`src/rtl/cv_issue_ctrl.sv`:
```
module cv_issue_ctrl #(
  parameter int W = 5,
  parameter logic [W-1:0] INIT_VEC = {{(W-3){1'b0}}, 3'b111}
) (
  input  logic         clk,
  input  logic         rst_n,
  input  logic         clear,
  input  logic         req,
  input  logic         load_en,
  input  logic [W-1:0] load_vec,
  output logic         initiate,
  output logic         stall,
  output logic [W-1:0] state
);

  logic [W-1:0] st_q, base_q;

  wire          empty = (st_q == '0);
  wire          take  = load_en && empty;
  wire [W-1:0]  vec   = take ? load_vec : base_q;
  wire          go    = req && !clear && !st_q[0];

  assign initiate = go;
  assign stall    = req && !clear && st_q[0];
  assign state    = st_q;

  always_ff @(posedge clk or negedge rst_n) begin
    if (!rst_n) begin
      st_q   <= '0;
      base_q <= INIT_VEC;
    end else begin
      if (take)
        base_q <= load_vec;
      if (clear)
        st_q <= '0;
      else
        st_q <= (st_q >> 1) | (go ? vec : '0);
    end
  end


  excl_grant_chk: assert property (@(posedge clk) disable iff (!rst_n)
    !(initiate && stall));


  stall_busy_chk: assert property (@(posedge clk) disable iff (!rst_n)
    stall |-> state[0]);


  idle_shift_chk: assert property (@(posedge clk) disable iff (!rst_n)
    (!initiate && !clear) |=> (state == ($past(state) >> 1)));


  launch_marks_chk: assert property (@(posedge clk) disable iff (!rst_n)
    (initiate && base_q[0] && !load_en) |=> state[0]);


  clear_empty_chk: assert property (@(posedge clk) disable iff (!rst_n)
    clear |=> (state == '0));


  busy_load_chk: assert property (@(posedge clk) disable iff (!rst_n)
    (state != '0) |=> $stable(base_q));

endmodule

```
`config.mk`:
```
export PLATFORM = sky130hd
export DESIGN_NAME = cv_issue_ctrl
export DESIGN_NICKNAME = d
export VERILOG_FILES = /design/src/rtl/cv_issue_ctrl.sv
export SDC_FILE = /design/constraint.sdc
export NUM_CORES = 1
export LEC_CHECK = 0
export ABC_CLOCK_PERIOD_IN_PS = 1800
export BUFFER_PORTS_ARGS = -buffer_cell sky130_fd_sc_hd__buf_2
export CAP_MARGIN = 10
export CELL_PAD_IN_SITES_DETAIL_PLACEMENT = 1
export CELL_PAD_IN_SITES_GLOBAL_PLACEMENT = 2
export CORE_AREA = 2 2 45 47
export DETAILED_ROUTE_END_ITERATION = 8
export DIE_AREA = 0 0 47 49
export GPL_TIMING_DRIVEN = 0
export HOLD_SLACK_MARGIN = 0.08
export PLACE_DENSITY_LB_ADDON = 0.1
export SYNTH_ARGS = -nofsm -noshare
export SYNTH_HDL_FRONTEND = slang
export SYNTH_SLANG_ARGS = --single-unit
```
`constraint.sdc`:
```
create_clock -name clk -period 1.8 [get_ports clk]
set_input_delay 0.54 -clock clk [delete_from_list [all_inputs] [get_ports clk]]
set_output_delay 0.54 -clock clk [all_outputs]
set_load 0.005 [all_outputs]
```
==> out/results.tsv, run 1 <==
metric	value	unit
Async SR Flop Fraction	100	%
complex-gate fraction of the synthesized area	16.8	%
fin. max-slew vios	0	
Post-Layout Cell Count	90	
sequential area share after synthesis	51.8	%
Rel. slew slack	78.2	%
Antenna diodes	0	
first-pass GRT wire length	2.00	mm
total CTS buffers	3	
nets@finish	74	
share of the clock period used by the worst path	94.2	%
CP endpoint	stall	
reg2reg start	state[3]	
Die ar.	2300	um^2
largest net degree at the start of global routing	11	
WS Path Type	input pin to output pin	
worst min-delay path class	input pin to asynchronous set/reset pin	
# IOs	17	
top cells by count, synth	dfrtp_1 (7), nand3_1 (5)	
Pre-antenna DRT Iters	4	
Main synth FF type	dfrtp_1	
Pleak	0.000293	uW
Synth Register Bits	10	
WP buf/inv	3	
CTS tree	yes	
grt total ovfl	0	
# clock sinks	10	
multiplexer share of the synthesized area	9.18	%
pre-CTS WS	-231	ps
adder-cell share of the synthesized area	0	%
1st-iter DRT viols	2	
RSZ-0062 raised after global routing	no	
root buf cell	clkbuf_4	
Max Root-Sink Buffers	2	
Initial Util	26.6	%
skew final	4.04	ps
Die Wd	47	um
Hold Vio Cnt, Final	0	
initial antenna violation count	0	
Area contributors post-synth	dfrtp_1 (36%), dfstp_2 (16%), mux2_2 (9.2%)	
power density cells	1180	nW/um^2
EDFF count, synth	0	
Post-DP HPWL	917	um
max-cap violations	0	
worst-margin pin slew	327	ps
XOR/XNOR share of the synthesized area	0	%
final setup fails	0	
layout cell share with drive strength beyond 1	50.8	%
WP depth	4	
Worst Setup Slack, final	104	ps
post-synthesis simple-gate area fraction	18.4	%
cell family with most CP delay	buffers and inverters	
share of the synthesized area in the top cell type	35.7	%
DRC Markers	0	
core area	1840	um^2
Setup crit end kind	output pin	
Buffers on Ports	16	
per-cell routed wire length	13.5	um
DIE HEIGHT	49	um
DR vias/cell	4.71	
final WL	1.22	mm
Worst path slowest cell	buf_2	
placed cell count	85	
top-count cell post-synth	dfrtp_1	
CP Launch Point	clear	
vias	424	
r2r setup slk	290	ps
antenna violation net count after detailed routing	0	
yosys synthesis warning count	0	
Max Freq	590	MHz
worst stage delay on the critical path	170	ps
Final GP Congestion	0.657	
Clock Latency Late Sink	260	ps
aggregate global-route resource usage	12.3	%
worst reg2reg path depth	3	
num rows	16	
Post-Syn Instances	42	
cell repeated most along the worst path	buf_2	
maximum VDD drop	459	uV
vias in the first global route	402	
FF-to-FF End	state[3]	
Post-Synthesis Cell Area	490	um^2
largest family of logic cells by synthesized area	simple AND/OR/NAND/NOR gates	
Yosys cell types	17	
outcome	finished clean	
Critical Path, Cell by Cell	buf_2 > clkinv_2 > and3_1 > buf_2	
average size of a mapped cell	11.7	um^2
Area growth syn-to-layout	31.6	%
post-synth top area cell	dfrtp_1	
Worst-path clk slew	70	ps
Worst EP arrival	1160	ps
final design utilization	35.1	%
CP max FO	9	
CTS H-tree depth	1	
CP Launch Type	input pin	
final worst path period need	1700	ps
CP required	1260	ps
hold_buf cts	0	
syn_nets	52	
-- state kept, by name, summed over array words and instances (netlist names) --
| signal | cells |
|---|---|
| base_q | 5 |
| state | 5 |
-- worst min path at each step --
stage	startpoint	endpoint	slack, ps
3_3_place_gp	rst_n	state[4]	420
6_report	rst_n	state[4]	130
3_5_place_dp	rst_n	state[4]	420
5_1_grt	rst_n	state[4]	130
2_1_floorplan	rst_n	base_q[3]	240
4_1_cts	rst_n	state[4]	130
-- routing by layer --
metal / global-route usage [%] / up-vias / part of all wire, %
met2: 16.0 / 16 / 42
li1: - / 208 / -
met3: 3.33 / 2 / 6.1
met5: 0 / - / 0
met4: 5.56 / 0 / 0.99
met1: 18.5 / 198 / 50
-- repair_timing --
item / 4_1_cts / 5_1_grt
buffers inserted: 1 / 0
setup endpoints to repair: 1 / 0
gates resized for setup: 2 / 0
-- final cells by class --
| cell class | instances | area [um^2] |
|---|---|---|
| inverters | 5 | 20.0 |
| flip-flops and latches | 10 | 254 |
| repair buffers | 17 | 87.6 |
| multi-input cells | 27 | 224 |
| fillers | 235 | 1200 |
| well taps | 27 | 33.8 |
| clock buffers | 4 | 26.3 |
-- cell families after synthesis --
family,count (synthesis)
AOI/OAI and AO/OA,10
buffers and inverters,5
DFF,10
muxes,4
and+or+nand+nor,13
-- cell usage in the layout (no fill, tap or decap) --
cell type,count
o221ai_1,4
clkinv_2,1
nor2_1,1
nor3b_4,1
clkbuf_4,3
a21boi_0,1
dfrtp_1,7
o2111ai_1,4
buf_4,1
clkbuf_1,1
o21ai_0,1
and3_1,1
buf_2,16
or2_2,1
or4b_4,1
nand3_1,5
nor4b_2,1
nand2_1,2
mux2_2,4
dfstp_2,3
inv_1,4
-- metrics by stage --
| stage | instance area (um^2) | hold WS, ps | total power, uW | setup TNS, ps |
|---|---|---|---|---|
| 6_report | 646 | 131 | 763 | 0 |
| 5_1_grt | 646 | 131 | 827 | 0 |
| 4_1_cts | 646 | 133 | 773 | 0 |
| 2_1_floorplan | 490 | 244 | 517 | 0 |
| 3_5_place_dp | 604 | 417 | 603 | -231 |
| 3_3_place_gp | 604 | 418 | 597 | -204 |
-- where the power goes --
group	switching, uW	leakage [uW]	internal (uW)
combinational	112	0.000155	115
sequential	50.1	0.000123	326
clock	74.4	0.0000150	85.5
total	237	0.000293	526
Note: power is estimated with default switching activity, not from simulation.
==> run 2, diff against run 1 <==
CTS_CLUSTER_DIAMETER = 60   (was default)
SETUP_SLACK_MARGIN = 0.4   (was default)
==> run 2 against run 1 <==
  * Total power grew 25%
  * Critical path type unchanged
  * Count of clock-buffer cells in the layout is the same
  * Sequential power grew 4%
==> out/results.tsv, run 2 (synthesis gave the netlist of run 1 again) <==
metric	value	unit	change
max-cap violations	0		unchanged
nets@finish	84		was 74
Setup crit end kind	output pin		unchanged
largest net degree at the start of global routing	11		unchanged
Max Root-Sink Buffers	2		unchanged
final WL	1.40	mm	was 1.22 mm
initial antenna violation count	0		unchanged
Pleak	0.000361	uW	was 0.000293 uW
pre-CTS WS	-85.5	ps	was -231 ps
CTS tree	yes		unchanged
Worst Setup Slack, final	200	ps	was 104 ps
antenna violation net count after detailed routing	0		unchanged
num rows	16		unchanged
Sequential Area	258	um^2	was 254 um^2
Hold Vio Cnt, Final	0		unchanged
Area growth syn-to-layout	65.3	%	was 31.6%
Fillers	226		was 235
maximum VDD drop	527	uV	was 459 uV
final worst path period need	1600	ps	was 1700 ps
hold_buf cts	0		unchanged
per-cell routed wire length	14.0	um	was 13.5 um
# clock sinks	10		unchanged
final setup fails	0		unchanged
# IOs	17		unchanged
worst min-delay path class	input pin to asynchronous set/reset pin		unchanged
Pre-antenna DRT Iters	3		was 4
core area	1840	um^2	unchanged
Initial Util	26.6	%	unchanged
fin. max-slew vios	0		unchanged
Rel. slew slack	79.5	%	was 78.2%
commonest cells after routing, fill and taps aside	buf_2 (14), buf_4 (12), nand3_1 (5)		was buf_2 (16), dfrtp_1 (7), nand3_1 (5)
1st-iter DRT viols	2		unchanged
grt total ovfl	0		unchanged
Max Freq	625	MHz	was 590 MHz
most common cell after layout, fill and taps aside	buf_2		unchanged
Die Wd	47	um	unchanged
share of the clock period used by the worst path	88.9	%	was 94.2%
Worst EP arrival	1060	ps	was 1160 ps
Antenna diodes	0		unchanged
vias	494		was 424
first-pass GRT wire length	2.17	mm	was 2.00 mm
DIE HEIGHT	49	um	unchanged
total power	954	uW	was 763 uW
Final GP Congestion	0.689		was 0.657
Worst-path clk slew	70	ps	about the same
CP Launch Type	input pin		unchanged
Die ar.	2300	um^2	unchanged
outcome	finished clean		unchanged
layout cell share with drive strength beyond 1	75.3	%	was 50.8%
total CTS buffers	3		unchanged
vias in the first global route	462		was 402
Buffers on Ports	16		unchanged
WS Path Type	input pin to output pin		unchanged
CP required	1260	ps	about the same
skew final	0.343	ps	was 4.04 ps
aggregate global-route resource usage	14.0	%	was 12.3%
worst-margin pin slew	306	ps	was 327 ps
DRC Markers	0		unchanged
Multi-input gate area	288	um^2	was 224 um^2
power density cells	1180	nW/um^2	about the same
CTS H-tree depth	1		unchanged
CP max FO	6		was 9
Clock Latency Late Sink	270	ps	was 260 ps
RSZ-0062 raised after global routing	yes		was no
DR vias/cell	4.94		was 4.71
root buf cell	clkbuf_4		unchanged
run 2: changes by cell type in the layout (fill, tap and decap cells not counted), moves of 2 or more:
cell,previous run,this run
buf_2,16,14
dfrtp_1,7,4
o2111ai_1,4,0
dfrtp_2,0,3
o221ai_2,0,3
buf_4,1,12
o2111ai_2,0,4
o221ai_1,4,1
run 2: power breakdown:
group	switching (uW)	internal, uW	total [uW]
logic	158	194	352
clock network	88.1	123	211
registers	61.0	329	390
total	307	646	954
run 2: repair_timing:
action,CTS,global route
setup buffers,7,4
gates resized for setup,13,6
endpoints found under the setup margin,15,16
pin swaps,3,5
run 2: critical path, stage by stage:
cell and delay (ps):
buf_4 160, nor3b_4 220, buf_2 140
run 2: cell type report:
| cell class | instances | area share [%] |
|---|---|---|
| Multi-Input combinational cell | 27 | 35.5 |
| Clock buffer | 4 | 4.48 |
| Inverter | 5 | 2.93 |
| Timing Repair Buffer | 27 | 21.1 |
| Tap cell | 27 | 4.17 |
| Sequential cell | 10 | 31.8 |
run 2: path summary, 6_finish.rpt:
path / startpoint / to / slack, ps / depth (start not counted)
worst max-delay path: clear / initiate / 200 / 3
max in group asynchronous: rst_n / base_q[2] / 1420 / 1
worst min register to register: base_q[4] / base_q[4] / 510 / 2
min in group clk: base_q[4] / base_q[4] / 510 / 2
worst max register to register: state[0] / state[0] / 230 / 4
worst min-delay path: rst_n / state[4] / 120 / 1
run 2: through the flow:
| step | instance area, um^2 | hold slack (ps) | utilization, % | TNS, ps | std cells |
|---|---|---|---|---|---|
| after floorplan | 498 | 244 | - | 0 | 42 |
| after detailed placement | 612 | 420 | 33.2 | -85.5 | 85 |
| after CTS | 751 | 117 | 40.8 | 0 | 96 |
| after global placement | 612 | 416 | 33.2 | -78.9 | 85 |
| final | 811 | 116 | 44.0 | 0 | 100 |
| after global routing | 811 | 116 | 44.0 | 0 | 100 |
run 2: routing by layer:
metal	wire, um	vias to the layer above	track usage, %
met2	693	15	19.2
met4	51	0	11.1
met5	0	-	0
met3	69	4	2.22
li1	-	228	-
met1	587	247	18.8
